## config.mk

```make
export PLATFORM = sky130hd
export DESIGN_NAME = lcd_seg_scan
export DESIGN_NICKNAME = d
export VERILOG_FILES = /design/src/rtl/lcd_scan_pkg.sv /design/src/rtl/lcd_zline_ctr.sv /design/src/rtl/lcd_row_fetch.sv /design/src/rtl/lcd_seg_level.sv /design/src/rtl/lcd_seg_scan.sv
export SDC_FILE = /design/constraint.sdc
export NUM_CORES = 1
export LEC_CHECK = 0
export BUFFER_PORTS_ARGS = -buffer_cell sky130_fd_sc_hd__buf_4
export CAP_MARGIN = 30
export CORE_MARGIN = 3
export CORE_UTILIZATION = 62
export CTS_CLUSTER_DIAMETER = 30
export CTS_CLUSTER_SIZE = 12
export DETAILED_ROUTE_END_ITERATION = 6
export GPL_TIMING_DRIVEN = 0
export PLACE_DENSITY = 0.95
export SYNTH_ARGS = -nofsm -noshare
export SYNTH_HDL_FRONTEND = slang
export SYNTH_HIERARCHICAL = 1
export SYNTH_SLANG_ARGS = --single-unit
export TNS_END_PERCENT = 1
```

## constraint.sdc

```tcl
create_clock -name clk -period 4.8 [get_ports clk]
set_input_delay 0.48 -clock clk [delete_from_list [all_inputs] [get_ports clk]]
set_output_delay 0.48 -clock clk [all_outputs]
set_load 0.005 [all_outputs]
```

## src/rtl/lcd_scan_pkg.sv

```systemverilog
package lcd_scan_pkg;

    typedef enum logic [1:0] {
        LV_V0 = 2'b00,
        LV_V2 = 2'b01,
        LV_V3 = 2'b10,
        LV_V5 = 2'b11
    } drive_lvl_t;

    typedef enum logic [1:0] {
        F_IDLE = 2'b00,
        F_READ = 2'b01,
        F_LAST = 2'b10
    } fetch_st_t;

    function automatic drive_lvl_t drive_code(input logic on, input logic pix, input logic alt);
        drive_lvl_t lv;
        if (on && pix) lv = alt ? LV_V5 : LV_V0;
        else           lv = alt ? LV_V3 : LV_V2;
        return lv;
    endfunction

endpackage

```

## src/rtl/lcd_zline_ctr.sv

```systemverilog
module lcd_zline_ctr #(
    parameter int ZW = 6
) (
    input  logic          clk,
    input  logic          rst_n,
    input  logic          frame_sync,
    input  logic          line_fall,
    input  logic [ZW-1:0] start_line,
    output logic [ZW-1:0] zline,
    output logic          z_upd
);
    logic fs_q;

    always_comb begin
        z_upd = line_fall || (frame_sync && !fs_q) || (frame_sync && (start_line != zline));
    end

    always_ff @(posedge clk or negedge rst_n) begin
        if (!rst_n) begin
            zline <= '0;
            fs_q  <= 1'b0;
        end else begin
            fs_q <= frame_sync;
            if (frame_sync)     zline <= start_line;
            else if (line_fall) zline <= zline + 1'b1;
        end
    end

    AST_Z_PRESET: assert property (@(posedge clk) disable iff (!rst_n)
        frame_sync |=> (zline == $past(start_line)));
    AST_Z_STEP: assert property (@(posedge clk) disable iff (!rst_n)
        (line_fall && !frame_sync) |=> (zline == ZW'($past(zline) + 1'b1)));
    AST_Z_HOLD: assert property (@(posedge clk) disable iff (!rst_n)
        (!line_fall && !frame_sync) |=> $stable(zline));

endmodule

```

## src/rtl/lcd_row_fetch.sv

```systemverilog
module lcd_row_fetch
    import lcd_scan_pkg::*;
#(
    parameter int COLS = 64,
    parameter int ZW   = 6,
    localparam int CW  = $clog2(COLS),
    localparam int BW  = 3,
    localparam int PW  = ZW - BW,
    localparam int AW  = PW + CW
) (
    input  logic            clk,
    input  logic            rst_n,
    input  logic            kick,
    input  logic [ZW-1:0]   zline,
    output logic            ram_rd_en,
    output logic [AW-1:0]   ram_rd_addr,
    input  logic [7:0]      ram_rd_data,
    output logic [COLS-1:0] row
);
    fetch_st_t     state;
    logic [CW-1:0] col;
    logic          cap_vld;
    logic [CW-1:0] cap_col;

    always_ff @(posedge clk or negedge rst_n) begin
        if (!rst_n) begin
            state <= F_IDLE;
            col   <= '0;
        end else if (kick) begin
            state <= F_READ;
            col   <= '0;
        end else begin
            unique case (state)
                F_IDLE: state <= F_IDLE;
                F_READ: begin
                    col <= col + 1'b1;
                    if (col == CW'(COLS - 1)) state <= F_LAST;
                end
                F_LAST: state <= F_IDLE;
                default: state <= F_IDLE;
            endcase
        end
    end

    always_comb begin
        ram_rd_en   = (state == F_READ);
        ram_rd_addr = {zline[ZW-1:BW], col};
    end

    always_ff @(posedge clk or negedge rst_n) begin
        if (!rst_n) begin
            cap_vld <= 1'b0;
            cap_col <= '0;
            row     <= '0;
        end else begin
            cap_vld <= ram_rd_en;
            cap_col <= col;
            if (cap_vld) row[cap_col] <= ram_rd_data[zline[BW-1:0]];
        end
    end

    AST_FETCH_ORDER: assert property (@(posedge clk) disable iff (!rst_n)
        (ram_rd_en && !kick && (col != CW'(COLS - 1))) |=> (ram_rd_en && col == CW'($past(col) + 1'b1)));

endmodule

```

## src/rtl/lcd_seg_level.sv

```systemverilog
module lcd_seg_level
    import lcd_scan_pkg::*;
#(
    parameter int COLS = 64
) (
    input  logic              on,
    input  logic              alt,
    input  logic              dir,
    input  logic [COLS-1:0]   row,
    output logic [2*COLS-1:0] seg_lvl
);
    for (genvar s = 0; s < COLS; s++) begin : g_seg
        logic pix;
        always_comb begin
            pix = dir ? row[s] : row[COLS-1-s];
            seg_lvl[2*s +: 2] = drive_code(on, pix, alt);
        end
    end

endmodule

```

## src/rtl/lcd_seg_scan.sv

```systemverilog
module lcd_seg_scan #(
    parameter int COLS = 64,
    parameter int ZW   = 6,
    localparam int AW  = ZW - 3 + $clog2(COLS)
) (
    input  logic              clk,
    input  logic              rst_n,
    input  logic              line_clk,
    input  logic              frame_sync,
    input  logic              alt_phase,
    input  logic              disp_on,
    input  logic [ZW-1:0]     start_line,
    input  logic              dir_sel,
    output logic              ram_rd_en,
    output logic [AW-1:0]     ram_rd_addr,
    input  logic [7:0]        ram_rd_data,
    output logic [2*COLS-1:0] seg_lvl
);
    logic            line_q;
    logic            line_rise;
    logic            line_fall;
    logic [ZW-1:0]   zline;
    logic            z_upd;
    logic [COLS-1:0] shadow;
    logic [COLS-1:0] seg_latch;
    logic            on_q;

    always_comb begin
        line_rise = line_clk && !line_q;
        line_fall = !line_clk && line_q;
    end

    always_ff @(posedge clk or negedge rst_n) begin
        if (!rst_n) begin
            line_q    <= 1'b0;
            seg_latch <= '0;
            on_q      <= 1'b0;
        end else begin
            line_q <= line_clk;
            if (line_rise) begin
                seg_latch <= shadow;
                on_q      <= disp_on;
            end
        end
    end

    lcd_zline_ctr #(.ZW(ZW)) u_zctr (
        .clk        (clk),
        .rst_n      (rst_n),
        .frame_sync (frame_sync),
        .line_fall  (line_fall),
        .start_line (start_line),
        .zline      (zline),
        .z_upd      (z_upd)
    );

    lcd_row_fetch #(.COLS(COLS), .ZW(ZW)) u_fetch (
        .clk         (clk),
        .rst_n       (rst_n),
        .kick        (z_upd),
        .zline       (zline),
        .ram_rd_en   (ram_rd_en),
        .ram_rd_addr (ram_rd_addr),
        .ram_rd_data (ram_rd_data),
        .row         (shadow)
    );

    lcd_seg_level #(.COLS(COLS)) u_lvl (
        .on      (on_q),
        .alt     (alt_phase),
        .dir     (dir_sel),
        .row     (seg_latch),
        .seg_lvl (seg_lvl)
    );

    AST_LATCH_HOLD: assert property (@(posedge clk) disable iff (!rst_n)
        !line_rise |=> $stable(seg_latch));
    AST_ONOFF_SYNC: assert property (@(posedge clk) disable iff (!rst_n)
        !line_rise |=> $stable(on_q));
    AST_OFF_NONSEL: assert property (@(posedge clk) disable iff (!rst_n)
        !on_q |-> (seg_lvl == {COLS{alt_phase ? 2'b10 : 2'b01}}));

endmodule

```

==> qor.yml <==
outcome:
  outcome: "finished clean"
clocking:
  clk_pin_slew_worst_paths_ns: 0.06
  cts_tree: "built"
  clkLatencyLatePin_ns: 0.42
  post_cts.repair.setup_buffers: 0
  htree_levels: 4
  holdBufCountCts: 0
  root_buffer: "clkbuf_16"
  post_cts_resized: 0
  clock_path_buffers: 2
  cts_inserted_buffers: 17
  cts_sinks: 152
route:
  firstDrtPassIters: 5
  vias: 6319
  routed_wl_um: 22400
  post_drt_wl_per_cell_um: 20.2
  drt_iter0_drc: 449
  ant_nets: 0
  drc_errors: 0
  routed_via_density: 5.69
global_route:
  gr-total-overflow: 0
  grt_max_degree: 81
  gr-usage-all-layers_pct: 27.6
  antenna_found_initial: 0
  grt_pass1_vias: 6396
  grt_pass1_wl_um: 35100
job:
  cap_violations: 0
worst_setup_path:
  crit_fanout: 10
  worstSetupPathType: "reg2out"
  crit_buf_inv: 3
  required_ns: 4.32
  critical_path_arrival_ns: 2.24
  crit_chain: "clkbuf_1 > buf_4 > nand2_2 > xor2_1 > buf_4"
  critPathLaunchType: "register"
  crit_path_end_kind: "output pin"
  slowest_stage: "clkbuf_1"
  critPathTopFamily: "buffers and inverters"
  max_stage_delay_ns: 0.68
  cp_common_cell: "buf_4"
sta:
  finalSetupViolations: 0
  finalCriticalPeriod_ns: 2.72
  fmax_ghz: 0.368
  final-max-slew-violation-count: 0
  final_hold_viol_count: 0
  worst_pin_slew_ns: 1.10
  relSlewSlack_pct: 26.6
  finalSetupTns_ns: 0
  rsz0062_at_grt: "false"
  finClkSkew_ns: 0.00930
  fin_crit_sh_pct: 56.7
logic_synthesis:
  synthesis.nets: 765
  synth_cells: 742
  ys.flop_type: "dfrtp_1"
  netlist_area_mm2: 0.00921
  ys_seq_elements: 152
  ys_seq_area_share_pct: 41.3
  synth_cell_types: 43
  avgSynthCellArea_um2: 12.4
  async_reset_ff_share_pct: 100
  ys_warn_count: 6
  synth_edf_count: 0
floorplan:
  die_y_um: 128
  row_count: 43
  fp.dieW_um: 128
  die_area_mm2: 0.0163
  ioPinCount: 159
  start_util_pct: 64.8
  core_mm2: 0.0142
power_and_ir_drop:
  ir_drop_uv: 219
  power_leakage_nw: 5.39
  powerDensity_mw_per_mm2: 342
placement:
  gp_congestion: 0.797
  dpl_cell_area_mm2: 0.0107
  io_buffers: 156
  hpwlAfterDp_um: 14500
finish:
  diodes: 0
  drive_above_1_share_pct: 59.6
  num-nets-final: 943
  multiInputGateArea_mm2: 0.00450
  num-fill-cells: 750
  design_area_mm2: 0.0113
  syn_to_final_growth_pct: 22.9
  ff_latch_area_mm2: 0.00380
min_path:
  min_path_type: "in2async"
state kept, by name (all words and copies together) (netlist names):
name / flops
u_fetch/cap_vld: 1
seg_latch: 64
u_fetch/row: 64
u_zctr/zline: 6
u_zctr/fs_q: 1
line_q: 1
u_fetch/col: 6
u_fetch/cap_col: 6
u_fetch/state: 2
on_q: 1
area by class of cell:
| class | count | share of cell area (%) |
|---|---|---|
| clock buffer | 21 | 4.16 |
| multi-input combinational | 477 | 39.8 |
| timing repair buffer | 159 | 10.7 |
| buffer | 112 | 8.17 |
| tap | 180 | 1.99 |
| sequential | 152 | 33.6 |
| clock inverter | 8 | 1.50 |
| inverter | 1 | 0.0332 |
kinds of logic (layout without fill, tap and decap cells):
| kind of cell | Yosys count | in the layout | share of synthesized area, % |
|---|---|---|---|
| buffers and inverters | 113 | 301 | 10.1 |
| DFF | 152 | 152 | 41.3 |
| AOI/OAI and AO/OA | 14 | 14 | 0.856 |
| adders and majority gates | 2 | 2 | 0.272 |
| muxes | 198 | 198 | 28.9 |
| and+or+nand+nor | 187 | 187 | 11.3 |
| xor gates and xnor gates | 76 | 76 | 7.23 |
power breakdown:
group | total (mW) | internal [mW] | switching (mW)
registers | 1.51 | 1.40 | 0.108
clock network | 1.46 | 0.955 | 0.506
logic | 0.899 | 0.517 | 0.382
metrics by stage:
| step | setup WS (ns) | hold WS (ns) | power, mW | instances | util (%) |
|---|---|---|---|---|---|
| CTS | 2.12 | 0.0961 | 3.88 | 1110 | 79.6 |
| finish | 2.08 | 0.0599 | 3.87 | 1110 | 79.6 |
| detailed placement | 2.61 | 0.458 | 2.41 | 1081 | 75.1 |
| global route | 2.03 | 0.119 | 4.00 | 1110 | 79.6 |
| global placement | 2.37 | 0.444 | 2.37 | 1078 | 74.6 |
| floorplan | 2.95 | 0.184 | 2.07 | 742 | - |
metal layers:
| layer | track usage, % | wire, um | vias to the layer above |
|---|---|---|---|
| met5 | 0 | 0 | - |
| met3 | 6.21 | 1680 | 71 |
| met2 | 47.5 | 11400 | 335 |
| met1 | 34.2 | 8670 | 3101 |
| met4 | 10.0 | 714 | 0 |
| li1 | - | - | 2812 |
cells in the mapped netlist (2+ instances only):
library cell	count	share of area, %
dfrtp_1	152	41
mux2_4	110	18
mux2_2	84	10
buf_4	76	6.2
xor2_1	73	6.9
nand2_2	60	4.1
nand2_1	42	1.7
nor2_1	34	1.4
buf_12	12	2.6
buf_2	12	0.65
clkbuf_1	10	0.41
o21ai_0	8	0.43
nand3_1	6	0.33
nand4b_1	6	0.57
nand4_1	4	0.27
nor3b_1	4	0.33
a21oi_1	3	0.16
nand3b_1	3	0.24
nor3_1	3	0.16
nor4b_1	3	0.29
nor4bb_1	3	0.33
or3_1	3	0.20
or3b_2	3	0.29
xnor2_1	3	0.29
and3b_1	2	0.19
ha_1	2	0.27
mux2i_1	2	0.22
mux4_2	2	0.49
nor4_1	2	0.14
or4_1	2	0.16
final timing paths:
kind / startpoint / endpoint / slack, ns / cells after the start
min in group clk: line_clk / line_q / 0.19 / 1
hold / removal: rst_n / u_zctr/zline[5] / 0.06 / 1
max in group asynchronous: rst_n / seg_latch[48] / 3.92 / 2
hold reg to reg: u_fetch/col[3] / u_fetch/cap_col[3] / 0.49 / 0
setup reg to reg: u_fetch/cap_col[2] / u_fetch/row[61] / 2.40 / 4
setup / recovery: on_q / seg_lvl[28] / 2.08 / 5
cells in the final DEF, fill, tap and decap left out, drive strengths merged, types with 4 or more instances in the layout:
master,netlist,layout
buf,101,260
mux2,194,194
dfrtp,152,152
nand2,102,102
xor2,73,73
nor2,34,34
clkbuf,11,32
o21ai,8,8
nand3,7,7
nand4b,6,6
bufinv,0,5
nand4,4,4
nor3b,4,4
(Power assumes the default switching activity.)
